===== config.mk =====
export PLATFORM = sky130hd
export DESIGN_NAME = card_clk_etu
export DESIGN_NICKNAME = d
export VERILOG_FILES = /design/src/rtl/card_clk_etu_pkg.sv /design/src/rtl/card_clk_divbank.sv /design/src/rtl/card_clk_seq.sv /design/src/rtl/card_etu_gen.sv /design/src/rtl/card_clk_etu.sv
export SDC_FILE = /design/constraint.sdc
export NUM_CORES = 1
export LEC_CHECK = 0
export BUFFER_PORTS_ARGS = -buffer_cell sky130_fd_sc_hd__buf_2
export CORE_MARGIN = 1
export CORE_UTILIZATION = 50
export DETAILED_ROUTE_END_ITERATION = 10
export PLACE_DENSITY = 0.74
export SLEW_MARGIN = 20
export SYNTH_ARGS = -nofsm -noshare
export SYNTH_HDL_FRONTEND = slang
export SYNTH_SLANG_ARGS = --single-unit
export TNS_END_PERCENT = 30

===== constraint.sdc =====
create_clock -name clk -period 3.6 [get_ports clk]
set_input_delay 0.72 -clock clk [delete_from_list [all_inputs] [get_ports clk]]
set_output_delay 0.72 -clock clk [all_outputs]
set_load 0.005 [all_outputs]

===== src/rtl/card_clk_etu_pkg.sv =====
package card_clk_etu_pkg;

    localparam int CLK_SEL_W = 3;
    localparam int N_RATIO   = 4;
    localparam int N_SRC     = N_RATIO + 1;

    typedef enum logic [1:0] {
        SQ_ALIGN = 2'd0,
        SQ_RUN   = 2'd1,
        SQ_STOP  = 2'd2,
        SQ_SYNC  = 2'd3
    } seq_state_t;

    function automatic logic [CLK_SEL_W-1:0] norm_sel(input logic [CLK_SEL_W-1:0] code);
        return code[CLK_SEL_W-1] ? {1'b1, {(CLK_SEL_W-1){1'b0}}} : code;
    endfunction

    function automatic logic src_of(input logic [N_SRC-1:0] vec,
                                    input logic [CLK_SEL_W-1:0] code);
        logic [CLK_SEL_W-2:0] idx;
        idx = code[CLK_SEL_W-2:0];
        return code[CLK_SEL_W-1] ? vec[N_RATIO] : vec[idx];
    endfunction

endpackage


===== src/rtl/card_clk_divbank.sv =====
module card_clk_divbank
    import card_clk_etu_pkg::*;
(
    input  logic             clk,
    input  logic             rst_n,
    input  logic             osc_tick,
    output logic [N_SRC-1:0] src_vec
);

    logic [N_RATIO-1:0] ratio_cnt;
    logic               osc_half;

    always_ff @(posedge clk) begin
        if (!rst_n) begin
            ratio_cnt <= '0;
            osc_half  <= 1'b0;
        end else begin
            ratio_cnt <= ratio_cnt + 1'b1;
            if (osc_tick) osc_half <= ~osc_half;
        end
    end

    for (genvar g = 0; g < N_RATIO; g++) begin : g_ratio
        assign src_vec[g] = ratio_cnt[g];
    end
    assign src_vec[N_RATIO] = osc_half;

endmodule


===== src/rtl/card_clk_seq.sv =====
module card_clk_seq
    import card_clk_etu_pkg::*;
(
    input  logic                 clk,
    input  logic                 rst_n,
    input  logic [N_SRC-1:0]     src_vec,
    input  logic [CLK_SEL_W-1:0] sel_req,
    input  logic                 clk_stop,
    input  logic                 stop_level,
    input  logic                 sync_mode,
    input  logic                 sync_bit,
    output logic                 card_clk,
    output logic [CLK_SEL_W-1:0] cur_sel,
    output seq_state_t           state
);

    seq_state_t           nxt;
    logic [CLK_SEL_W-1:0] want_sel;
    logic                 cur_lvl;
    logic                 want_lvl;

    assign want_sel = norm_sel(sel_req);
    assign cur_lvl  = src_of(src_vec, cur_sel);
    assign want_lvl = src_of(src_vec, want_sel);

    // state register
    always_ff @(posedge clk) begin
        if (!rst_n) state <= SQ_ALIGN;
        else        state <= nxt;
    end

    // transitions
    always_comb begin
        nxt = state;
        unique case (state)
            SQ_RUN: begin
                if (sync_mode)                          nxt = SQ_SYNC;
                else if (!cur_lvl && clk_stop)          nxt = SQ_STOP;
                else if (!cur_lvl && want_sel != cur_sel) nxt = SQ_ALIGN;
            end
            SQ_ALIGN: begin
                if (sync_mode)      nxt = SQ_SYNC;
                else if (clk_stop)  nxt = SQ_STOP;
                else if (!want_lvl) nxt = SQ_RUN;
            end
            SQ_STOP: begin
                if (sync_mode)      nxt = SQ_SYNC;
                else if (!clk_stop) nxt = SQ_ALIGN;
            end
            SQ_SYNC: begin
                if (!sync_mode)     nxt = SQ_ALIGN;
            end
            default: nxt = SQ_ALIGN;
        endcase
    end

    // outputs
    always_ff @(posedge clk) begin
        if (!rst_n) begin
            card_clk <= 1'b0;
            cur_sel  <= '0;
        end else begin
            unique case (state)
                SQ_RUN:   card_clk <= cur_lvl;
                SQ_STOP:  card_clk <= stop_level;
                SQ_SYNC:  card_clk <= sync_bit;
                SQ_ALIGN: card_clk <= 1'b0;
                default:  card_clk <= 1'b0;
            endcase
            if (state == SQ_ALIGN && nxt == SQ_RUN) cur_sel <= want_sel;
        end
    end

endmodule


===== src/rtl/card_etu_gen.sv =====
module card_etu_gen #(
    parameter int PSC_BASE = 31,
    parameter int DIV_W    = 8
) (
    input  logic             clk,
    input  logic             rst_n,
    input  logic             src_lvl,
    input  logic             both_edges,
    input  logic             psc_sel,
    input  logic [DIV_W-1:0] etu_div,
    input  logic             cfg_load,
    input  logic             pwr_down,
    output logic             etu_stb
);

    localparam int PSC_W = $clog2(PSC_BASE + 2);

    logic             prev_lvl;
    logic             edge_hit;
    logic             tick;
    logic [PSC_W-1:0] psc_cnt;
    logic [PSC_W-1:0] psc_last;
    logic [DIV_W-1:0] div_cnt;
    logic [DIV_W-1:0] div_last;
    logic             psc_wrap;
    logic             fire;

    assign edge_hit = both_edges ? (src_lvl ^ prev_lvl) : (src_lvl & ~prev_lvl);
    assign tick     = edge_hit & ~pwr_down & ~cfg_load;
    assign psc_last = psc_sel ? PSC_W'(PSC_BASE) : PSC_W'(PSC_BASE - 1);
    assign div_last = (etu_div < DIV_W'(2)) ? '0 : etu_div - 1'b1;
    assign psc_wrap = tick && (psc_cnt == psc_last);
    assign fire     = psc_wrap && (div_cnt == div_last);

    always_ff @(posedge clk) begin
        if (!rst_n) begin
            prev_lvl <= 1'b0;
            psc_cnt  <= '0;
            div_cnt  <= '0;
            etu_stb  <= 1'b0;
        end else begin
            prev_lvl <= src_lvl;
            etu_stb  <= fire;
            if (cfg_load) begin
                psc_cnt <= '0;
                div_cnt <= '0;
            end else if (tick) begin
                psc_cnt <= psc_wrap ? '0 : psc_cnt + 1'b1;
                if (psc_wrap) div_cnt <= fire ? '0 : div_cnt + 1'b1;
            end
        end
    end

endmodule


===== src/rtl/card_clk_etu.sv =====
module card_clk_etu
    import card_clk_etu_pkg::*;
#(
    parameter int PSC_BASE = 31,
    parameter int DIV_W    = 8
) (
    input  logic             clk,
    input  logic             rst_n,
    input  logic             osc_tick,
    input  logic [2:0]       clk_sel,
    input  logic             clk_stop,
    input  logic             stop_level,
    input  logic             sync_mode,
    input  logic             sync_bit,
    input  logic             dbl_en,
    input  logic             psc_sel,
    input  logic [DIV_W-1:0] etu_div,
    input  logic             cfg_load,
    input  logic             pwr_down,
    output logic             card_clk,
    output logic             etu_stb
);

    logic [N_SRC-1:0]     src_vec;
    logic [CLK_SEL_W-1:0] cur_sel;
    seq_state_t           seq_state;
    logic                 src_lvl;
    logic                 both_edges;

    card_clk_divbank u_div (
        .clk      (clk),
        .rst_n    (rst_n),
        .osc_tick (osc_tick),
        .src_vec  (src_vec)
    );

    card_clk_seq u_seq (
        .clk        (clk),
        .rst_n      (rst_n),
        .src_vec    (src_vec),
        .sel_req    (clk_sel),
        .clk_stop   (clk_stop),
        .stop_level (stop_level),
        .sync_mode  (sync_mode),
        .sync_bit   (sync_bit),
        .card_clk   (card_clk),
        .cur_sel    (cur_sel),
        .state      (seq_state)
    );

    assign src_lvl    = src_of(src_vec, cur_sel);
    assign both_edges = dbl_en && (cur_sel != '0);

    card_etu_gen #(.PSC_BASE(PSC_BASE), .DIV_W(DIV_W)) u_etu (
        .clk        (clk),
        .rst_n      (rst_n),
        .src_lvl    (src_lvl),
        .both_edges (both_edges),
        .psc_sel    (psc_sel),
        .etu_div    (etu_div),
        .cfg_load   (cfg_load),
        .pwr_down   (pwr_down),
        .etu_stb    (etu_stb)
    );

endmodule


==> results of run 1 <==
[final cells by class]
class	instances	area (um2)	area share, %
repair buffers	24	123	6.59
inverters	8	30.0	1.61
flip-flops and latches	27	541	29.1
multi-input cells	151	1080	58.2
well taps	44	55.1	2.96
clock inverters	1	7.51	0.403
clock buffers	3	22.5	1.21
[critical path, delay by kind of cell, from the launching register on]
family          cells  cell delay [ps]
mux                 3              960
fa+ha+maj           1              300
compound gates      1              510
flops               1              440
simple gates        3              560
buf+inv             1               50
[per-layer routing]
metal / vias to the layer above / wire length (um)
li1: 732 / -
met1: 663 / 1550
met2: 25 / 1650
met3: 4 / 114
met4: 0 / 23
met5: - / 0
[synth_stat cells (all sizes together), types with 2 or more instances]
library cell  number
o21ai              5
o31ai              4
a21oi              6
dfxtp             27
and3               3
inv                8
and2b              2
xnor2             10
nand2              7
mux2i              2
and2               2
nand3              5
or4                2
nor3               4
ha                 5
nand2b             6
buf                2
nand4             10
nor2              29
or3                3
o22ai              3
or2                4
mux4               2
nor4               7
xor2              12
o211ai             2
[worst max path at each step]
stage                     depth (start not counted)               end  slack (ps)
final                                             9  u_etu.div_cnt[3]         670
after CTS                                         9  u_etu.div_cnt[3]         630
after global placement                            9  u_etu.div_cnt[5]         800
after global routing                              9  u_etu.div_cnt[7]         430
after floorplan                                  10  u_etu.div_cnt[6]         920
after detailed placement                          9  u_etu.div_cnt[3]         660
[registers in the layout, indices dropped and copies added (netlist names)]
name             cells
u_div.osc_half       1
u_div.ratio_cnt      4
u_etu.div_cnt        8
u_etu.etu_stb        1
u_etu.prev_lvl       1
u_etu.psc_cnt        6
u_seq.card_clk       1
u_seq.cur_sel        3
u_seq.state          2
[metrics by stage]
stage | setup slack [ps] | instances | power, mW | hold slack (ps)
after floorplan | 917 | 190 | 0.382 | 436
after global placement | 798 | 254 | 0.408 | 465
after detailed placement | 665 | 254 | 0.412 | 472
after CTS | 635 | 258 | 0.548 | 508
after global routing | 432 | 258 | 0.571 | 549
final | 672 | 258 | 0.540 | 501
[logic make-up (layout without fill, tap and decap cells)]
group | count (synthesis) | in the layout
adder cells (fa/ha/maj) | 5 | 5
buffers and inverters | 12 | 36
AO/OA/AOI/OAI | 30 | 30
XOR/XNOR | 22 | 22
AND/OR/NAND/NOR | 89 | 89
flip-flops | 27 | 27
multiplexers | 5 | 5
[where the power goes]
group	total (mW)	internal, mW	leakage, nW	switching, mW
Combinational	0.0888	0.0414	0.487	0.0474
Sequential	0.316	0.307	0.219	0.00922
Clock	0.135	0.0426	0.0139	0.0920
==> out/metrics.yaml, run 1 <==
max-vdd-ir-drop_mv: 0.201
final_area_um2: 1860
setup_violations: 0
synthArstFlopShare_pct: 0
synthDominantCellAreaShare_pct: 32.0
synthXorXnorAreaFrac_pct: 11.4
final_antenna_net_count: 0
cts-root-buf: "clkbuf_4"
yosysSeqAreaShare_pct: 32.0
hold_depth: 1
ys_types: 52
ios: 24
fill_cells: 286
yosys_most_used_dff: "dfxtp_1"
yosys_warnings: 0
cts_tree: "built"
max_freq_ghz: 0.342
place_area_um2: 1830
cts.path.max_buffers: 2
ys_top_cells_by_area: "dfxtp_1, nor2_1, xor2_1"
dp.final_hpwl_um: 2590
cts_resized: 0
rows: 20
min-delay-path-class: "reg2reg"
leakagePower_nw: 0.720
synth_area_um2: 1690
met2_usage_pct: 40.2
core-area_um2: 3130
place.gp.congestion: 0.871
period_needed_ps: 2930
critPathMaxFanout: 7
use_met1_pct: 24.4
crit_chain: "mux4_2 -> mux2_2 -> ha_1 -> inv_1 -> mux2i_1 -> nor3_4 -> nand3_2 -> o41ai_4 -> nor2_1"
die_h_um: 60.1
min_to: "u_div.ratio_cnt[0]"
synth-compound-area-share_pct: 14.9
finalCritPeriodShare_pct: 81.3
reg2reg_from: "u_seq.cur_sel[1]"
path_clk_slew_ps: 150
worst_path_max_delay_cell: "mux4_2"
grt.busiest_layer: "met2"
finalClockSkew_ps: 8.09
globalRoute.totalOverflow: 0
wl_per_cell_um: 12.9
arrival_ps: 3150
synthMuxAreaShare_pct: 4.53
antenna_cells: 0
nets: 242
rsz0062_at_grt: "false"
synthCells: 190
worstPathRequired_ps: 3820
initial_core_util_pct: 53.9
final_util_pct: 59.5
drv_slew: 0
dieArea_um2: 3610
cts_setup_buffers: 0
ff2ff_setup_slack_ps: 670
vias: 1424
cts-buffers-inserted: 3
cts_hold_buf: 0
min_from: "u_div.ratio_cnt[0]"
synth_edf_count: 0
status: "complete, no violations"
finalHoldViolCount: 0
tightest_slew_ps: 481
cp-end-kind: "flop"
chipWidth_um: 60.1
cts_sinks: 27
timing.critical_path.from: "u_seq.cur_sel[1]"
mostFrequentLayoutCell: "nor2_1"
grt_antenna_before_repair: 0
r2r_cells: 9
grt_pass1_wl_um: 5890
grt_max_degree: 17
synth_seq_cells: 27
powerDensity_nw_per_um2: 290
slowest_delay_ps: 530
synth-simple-area-share_pct: 29.6
grtUsageTotal_pct: 21.1
most-common-layout-cells: "nor2_1, dfxtp_1, buf_2"
worst-setup-path-type: "reg2reg"
slew_headroom_pct: 67.6
synthAdderAreaFrac_pct: 3.71
r2r-end: "u_etu.div_cnt[3]"
use_met3_pct: 3.90
first_pass_iters: 4
drv_cap: 0
drt_iter0_markers: 58
portBuffers: 23
h-tree-depth: 1
grt_pass1_vias: 1385
syn_area_per_cell_um2: 8.88
drc: 0
vias_per_cell: 5.52
drive_gt1_share_pct: 21.5
start_kind: "flop"
syn_nets: 217
syn2layout_area_growth_pct: 10.3
drt-total-wl_um: 3340
clk_latency_ps: 330
synth_top_family_by_area: "simple AND/OR/NAND/NOR gates"
setup-tns-final_ps: 0
yosysTopAreaCell: "dfxtp_1"
No activity file was read; power rests on OpenSTA's default activity.
==> run 2, diff against run 1 <==
--- a/config.mk
+++ b/config.mk
@@ -9,7 +9,7 @@
 export CORE_MARGIN = 1
 export CORE_UTILIZATION = 50
 export DETAILED_ROUTE_END_ITERATION = 10
-export PLACE_DENSITY = 0.74
+export PLACE_DENSITY = 0.77
 export SLEW_MARGIN = 20
 export SYNTH_ARGS = -nofsm -noshare
 export SYNTH_HDL_FRONTEND = slang
==> constraint.sdc (replaced) <==
create_clock -name clk -period 2.35 [get_ports clk]
set_input_delay 0.47 -clock clk [delete_from_list [all_inputs] [get_ports clk]]
set_output_delay 0.47 -clock clk [all_outputs]
set_load 0.005 [all_outputs]
==> run 2 against run 1 <==
Net effect: combinational power rose by 120%; setup slack lost 750 ps; first-iteration DRC count is 5.2% lower; fmax increased by 21%; largest power group unchanged; sequential cell count stayed put; the run now ends with negative setup slack left; highest routed layer unchanged; via count increased by 9.6%; die area unchanged; wire length increased by 7.0%.
==> out/metrics.yaml, run 2 (synthesized netlist as in run 1, its figures left out) <==
status: "complete, but fails checks"
violations: "negative setup slack"
start_kind: "flop"
arrival_ps: 2660  # -490 ps
initial_core_util_pct: 53.9  # unchanged
cts.path.max_buffers: 2  # unchanged
setup_violations: 12  # +12
drive_gt1_share_pct: 35.5  # +14 points
worst_path_max_delay_cell: "mux4_2"
mostFrequentLayoutCell: "buf_4"
crit_path_end: "u_etu.div_cnt[7]"
cp-end-kind: "flop"
multi_input_area_um2: 1140  # +5.2%
core-area_um2: 3130  # unchanged
rsz0062_at_grt: "true"
worstPathRequired_ps: 2590  # -1230 ps
place.gp.congestion: 0.797  # -8.5%
powerDensity_nw_per_um2: 408  # +41%
antenna_cells: 0  # unchanged
path_depth: 11  # +2
drt-total-wl_um: 3570  # +7.0%
grt_pass1_wl_um: 5900  # +0.12%
portBuffers: 23  # unchanged
reg2reg_from: "u_seq.cur_sel[1]"
finalClockSkew_ps: 15.3  # +7.24 ps
r2r_cells: 11  # +2
cts-buffers-inserted: 3  # unchanged
final_antenna_net_count: 0  # unchanged
pre_cts_slack_ps: -159  # -824 ps
leakagePower_nw: 0.875  # +21%
slowest_delay_ps: 500  # -30 ps
largest_reg_flops: 8  # unchanged
worst-setup-path-type: "reg2reg"
reg.largest.list: "u_etu.div_cnt x8, u_etu.psc_cnt x6, u_div.ratio_cnt x4"
min-delay-path-class: "in2reg"
regArea_um2: 542  # +0.23%
whs_ps: 355  # -145 ps
period_needed_ps: 2430  # -501 ps
dieArea_um2: 3610  # unchanged
rows: 20  # unchanged
fill_cells: 232  # -19%
max-vdd-ir-drop_mv: 0.353  # +76%
drt_iter0_markers: 55  # -5.2%
max_freq_ghz: 0.412  # +21%
slew_headroom_pct: 63.7  # -3.9 points
setup-tns-final_ps: -738  # -738 ps
finalHoldViolCount: 0  # unchanged
syn2layout_area_growth_pct: 28.6
cts_tree: "built"
first_pass_iters: 4  # unchanged
chipWidth_um: 60.1  # unchanged
ff2ff_setup_slack_ps: -80  # -750 ps
ios: 24  # unchanged
globalRoute.totalOverflow: 0  # unchanged
drv_slew: 0  # unchanged
setup_ws_ps: -77.6  # -749 ps
grt_pass1_vias: 1416  # +2.2%
grtUsageTotal_pct: 21.4  # +0.31 points
vias_per_cell: 5.40  # -2.1%
place_area_um2: 2060  # +13%
h-tree-depth: 1  # unchanged
regMostFlops: "u_etu.div_cnt"
drc: 0  # unchanged
finalCritPeriodShare_pct: 103  # +22 points
dp.final_hpwl_um: 2700  # +4.1%
timing.critical_path.from: "u_seq.cur_sel[1]"
nets: 273  # +13%
critPathMaxFanout: 5  # -2
path_delay_family: "multiplexers"
clk_latency_ps: 330  # about the same
grt_max_degree: 17  # unchanged
final_area_um2: 2170  # +17%
cts_sinks: 27  # unchanged
total_power_mw: 0.886  # +64%
drv_cap: 0  # unchanged
r2r-end: "u_etu.div_cnt[7]"
cts-root-buf: "clkbuf_4"
vias: 1561  # +9.6%
die_h_um: 60.1  # unchanged
tightest_slew_ps: 542  # +60.8 ps
crit_buf_inv: 3  # +2
most-common-layout-cells: "buf_4, nor2_1, dfxtp_1"
grt_antenna_before_repair: 0  # unchanged
wl_per_cell_um: 12.4  # -4.5%
path_clk_slew_ps: 160  # about the same
crit_chain: "mux4_2 -> mux2_4 -> ha_4 -> inv_4 -> mux2i_4 -> nor4_2 -> buf_4 -> buf_12 -> nand4_1 -> xor2_1 -> nor2_2"
run 2: worst register-to-register path, cell delays in order (launching register included):
cell and delay [ps]:
dfxtp_2 370, mux4_2 500, mux2_4 310, ha_4 280
inv_4 30, mux2i_4 180, nor4_2 60, buf_4 160
buf_12 120, nand4_1 90, xor2_1 190, nor2_2 40
run 2: per-layer routing:
metal,vias to the layer above,global-route usage (%),share of wire [%]
met2,32,37.8,49
met5,-,0,0
li1,798,-,-
met1,725,26.8,46
met4,0,4.65,1.6
met3,6,4.33,3.5
run 2: through the flow:
step	instances	util, %
after detailed placement	280	65.9
after global routing	289	69.4
after floorplan	190	-
final	289	69.4
after global placement	280	65.9
after CTS	286	67.6
run 2: cell type report:
| type | instances | share of cell area, % |
|---|---|---|
| Sequential cell | 27 | 25.0 |
| Clock inverter | 1 | 0.346 |
| Clock buffer | 3 | 1.04 |
| Inverter | 8 | 1.50 |
| Tap cell | 44 | 2.54 |
| Timing Repair Buffer | 55 | 17.1 |
| Multi-Input combinational cell | 151 | 52.5 |
run 2: worst min-delay path by stage:
stage | depth (start not counted) | from | slack, ps | end
detailed placement | 2 | u_etu.psc_cnt[4] | 510 | u_etu.psc_cnt[4]
global placement | 2 | u_etu.psc_cnt[4] | 500 | u_etu.psc_cnt[4]
finish | 2 | cfg_load | 360 | u_etu.div_cnt[0]
global route | 2 | cfg_load | 350 | u_etu.div_cnt[0]
floorplan | 1 | u_div.ratio_cnt[0] | 440 | u_div.ratio_cnt[0]
CTS | 2 | cfg_load | 340 | u_etu.div_cnt[0]
run 2: repair_timing:
action | 4_1_cts | 5_1_grt
resized for setup | 2 | 6
pin swaps | 5 | 6
hold endpoints to repair | 0 | 0
endpoints found under the setup margin | 13 | 15
setup buffers | 2 | 3
gates cloned | 0 | 0
hold buffers | 0 | 0
run 2: power breakdown:
part	switching [mW]	internal, mW
clock network	0.147	0.0651
registers	0.0110	0.471
logic	0.0895	0.102
==> run 3, diff against run 2 <==
--- a/config.mk
+++ b/config.mk
@@ -7,9 +7,9 @@
 export LEC_CHECK = 0
 export BUFFER_PORTS_ARGS = -buffer_cell sky130_fd_sc_hd__buf_2
 export CORE_MARGIN = 1
-export CORE_UTILIZATION = 50
+export CORE_UTILIZATION = 51
 export DETAILED_ROUTE_END_ITERATION = 10
-export PLACE_DENSITY = 0.77
+export PLACE_DENSITY = 0.78
 export SLEW_MARGIN = 20
 export SYNTH_ARGS = -nofsm -noshare
 export SYNTH_HDL_FRONTEND = slang
==> run 3 against run 2 <==
Net effect: the flow still finishes with violations (negative setup slack); wire length grew 4.8%; power shrank 0.34%; combinational power is essentially flat.
==> out/metrics.yaml, run 3 (synthesized netlist as in run 1, its figures left out) <==
status: "complete, but fails checks"
violations: "negative setup slack"
worst-setup-path-type: "reg2reg"
cts-root-buf: "clkbuf_4"
die_h_um: 59.5  # -0.96%
arrival_ps: 2650  # about the same
tightest_slew_ps: 455  # -87.3 ps
h-tree-depth: 1  # unchanged
min-delay-path-class: "in2reg"
setup-tns-final_ps: -156  # +583 ps
initial_core_util_pct: 54.4  # +0.43 points
period_needed_ps: 2420  # -9.39 ps
grt_pass1_vias: 1437  # +1.5%
grtUsageTotal_pct: 23.2  # +1.8 points
worstPathRequired_ps: 2580  # about the same
nets: 271  # -0.73%
most-common-layout-cells: "nor2_1, buf_4, dfxtp_1"
dp.final_hpwl_um: 2860  # +6.0%
cts-buffers-inserted: 3  # unchanged
syn2layout_area_growth_pct: 26.3
final_util_pct: 68.7  # -0.69 points
finalClockSkew_ps: 6.48  # -8.85 ps
vias_per_cell: 5.43  # +0.57%
placed_cells: 281  # +0.36%
drt-total-wl_um: 3750  # +4.8%
final_antenna_net_count: 0  # unchanged
drv_cap: 0  # unchanged
drt_iter0_markers: 85  # +55%
setup_ws_ps: -68.2  # +9.39 ps
finalCritPeriodShare_pct: 103  # -0.40 points
cts.path.max_buffers: 2  # unchanged
grt_max_degree: 17  # unchanged
final_area_um2: 2130  # -1.8%
place_area_um2: 2070  # +0.36%
drc: 0  # unchanged
wl_per_cell_um: 13.0  # +5.6%
antenna_cells: 0  # unchanged
clk_latency_ps: 330  # about the same
drive_gt1_share_pct: 33.3  # -2.2 points
cts_tree: "built"
rsz0062_at_grt: "true"
place.gp.congestion: 0.798  # +0.13%
cts_sinks: 27  # unchanged
multi_input_area_um2: 1130  # -0.88%
chipWidth_um: 59.5  # -0.96%
rows: 20  # unchanged
vias: 1559  # -0.13%
powerDensity_nw_per_um2: 414  # +1.5%
mostFrequentLayoutCell: "nor2_1"
grt_antenna_before_repair: 0  # unchanged
leakagePower_nw: 0.866  # -1.0%
regArea_um2: 542  # unchanged
regMostFlops: "u_etu.div_cnt"
cp-end-kind: "flop"
ios: 24  # unchanged
dieArea_um2: 3540  # -1.9%
core-area_um2: 3100  # -0.80%
reg.largest.list: "u_etu.div_cnt x8, u_etu.psc_cnt x6, u_div.ratio_cnt x4"
grt_pass1_wl_um: 6230  # +5.6%
whs_ps: 377  # +21.9 ps
cts_hold_buf: 0  # unchanged
max-vdd-ir-drop_mv: 0.259  # -27%
total_power_mw: 0.883  # -0.34%
drv_slew: 0  # unchanged
max_freq_ghz: 0.414  # +0.39%
finalHoldViolCount: 0  # unchanged
start_kind: "flop"
slew_headroom_pct: 69.4  # +5.7 points
portBuffers: 23  # unchanged
pre_cts_slack_ps: -172  # -12.9 ps
largest_reg_flops: 8  # unchanged
critPathMaxFanout: 5  # unchanged
path_clk_slew_ps: 160  # about the same
setup_violations: 7  # -5
globalRoute.totalOverflow: 0  # unchanged
fill_cells: 270  # +16%
finalNonFillerCells: 287  # -0.69%
first_pass_iters: 4  # unchanged
[run 3: cell type report]
| cell class | count | share of cell area [%] |
|---|---|---|
| clock buffers | 3 | 1.06 |
| flip-flops and latches | 27 | 25.4 |
| inverters | 8 | 1.41 |
| clock inverters | 1 | 0.352 |
| multi-input cells | 151 | 53.0 |
| well taps | 44 | 2.58 |
| repair buffers | 53 | 16.2 |
[run 3: report_power, final]
group          leakage [nW]  switching [mW]  internal [mW]  total, mW
sequential            0.220          0.0110          0.471      0.482
clock                0.0139           0.145         0.0651      0.210
combinational         0.632          0.0921         0.0990      0.191
total                 0.866           0.248          0.635      0.883
[run 3: per-layer routing]
layer | routed length [um] | GRT usage, % | vias up
met5 | 0 | 0 | -
met2 | 1890 | 40.4 | 33
met3 | 134 | 3.49 | 4
met1 | 1680 | 28.6 | 728
li1 | - | - | 794
met4 | 48 | 9.30 | 0
[run 3: path summary, 6_finish.rpt]
path | end | cells past startpoint | slack, ps | start
setup / recovery | u_etu.div_cnt[7] | 10 | -70 | u_seq.cur_sel[1]
hold / removal | u_div.osc_half | 3 | 380 | osc_tick
setup reg to reg | u_etu.div_cnt[7] | 10 | -70 | u_seq.cur_sel[1]
hold reg to reg | u_seq.cur_sel[2] | 2 | 540 | u_seq.cur_sel[2]
[run 3: worst max-delay path, cell delays in order (launching register included)]
cell	delay, ps
dfxtp_2	370
mux4_2	490
mux2_4	310
ha_4	220
inv_2	60
mux2i_4	80
nor4_4	240
buf_2	220
nand4_1	120
xor2_1	170
nor2_1	50
[run 3: timing repair]
action	in CTS	in global routing
pin swaps	3	2
setup endpoints to repair	15	15
buffers inserted	1	0
resized for setup	2	2
cloned	0	1
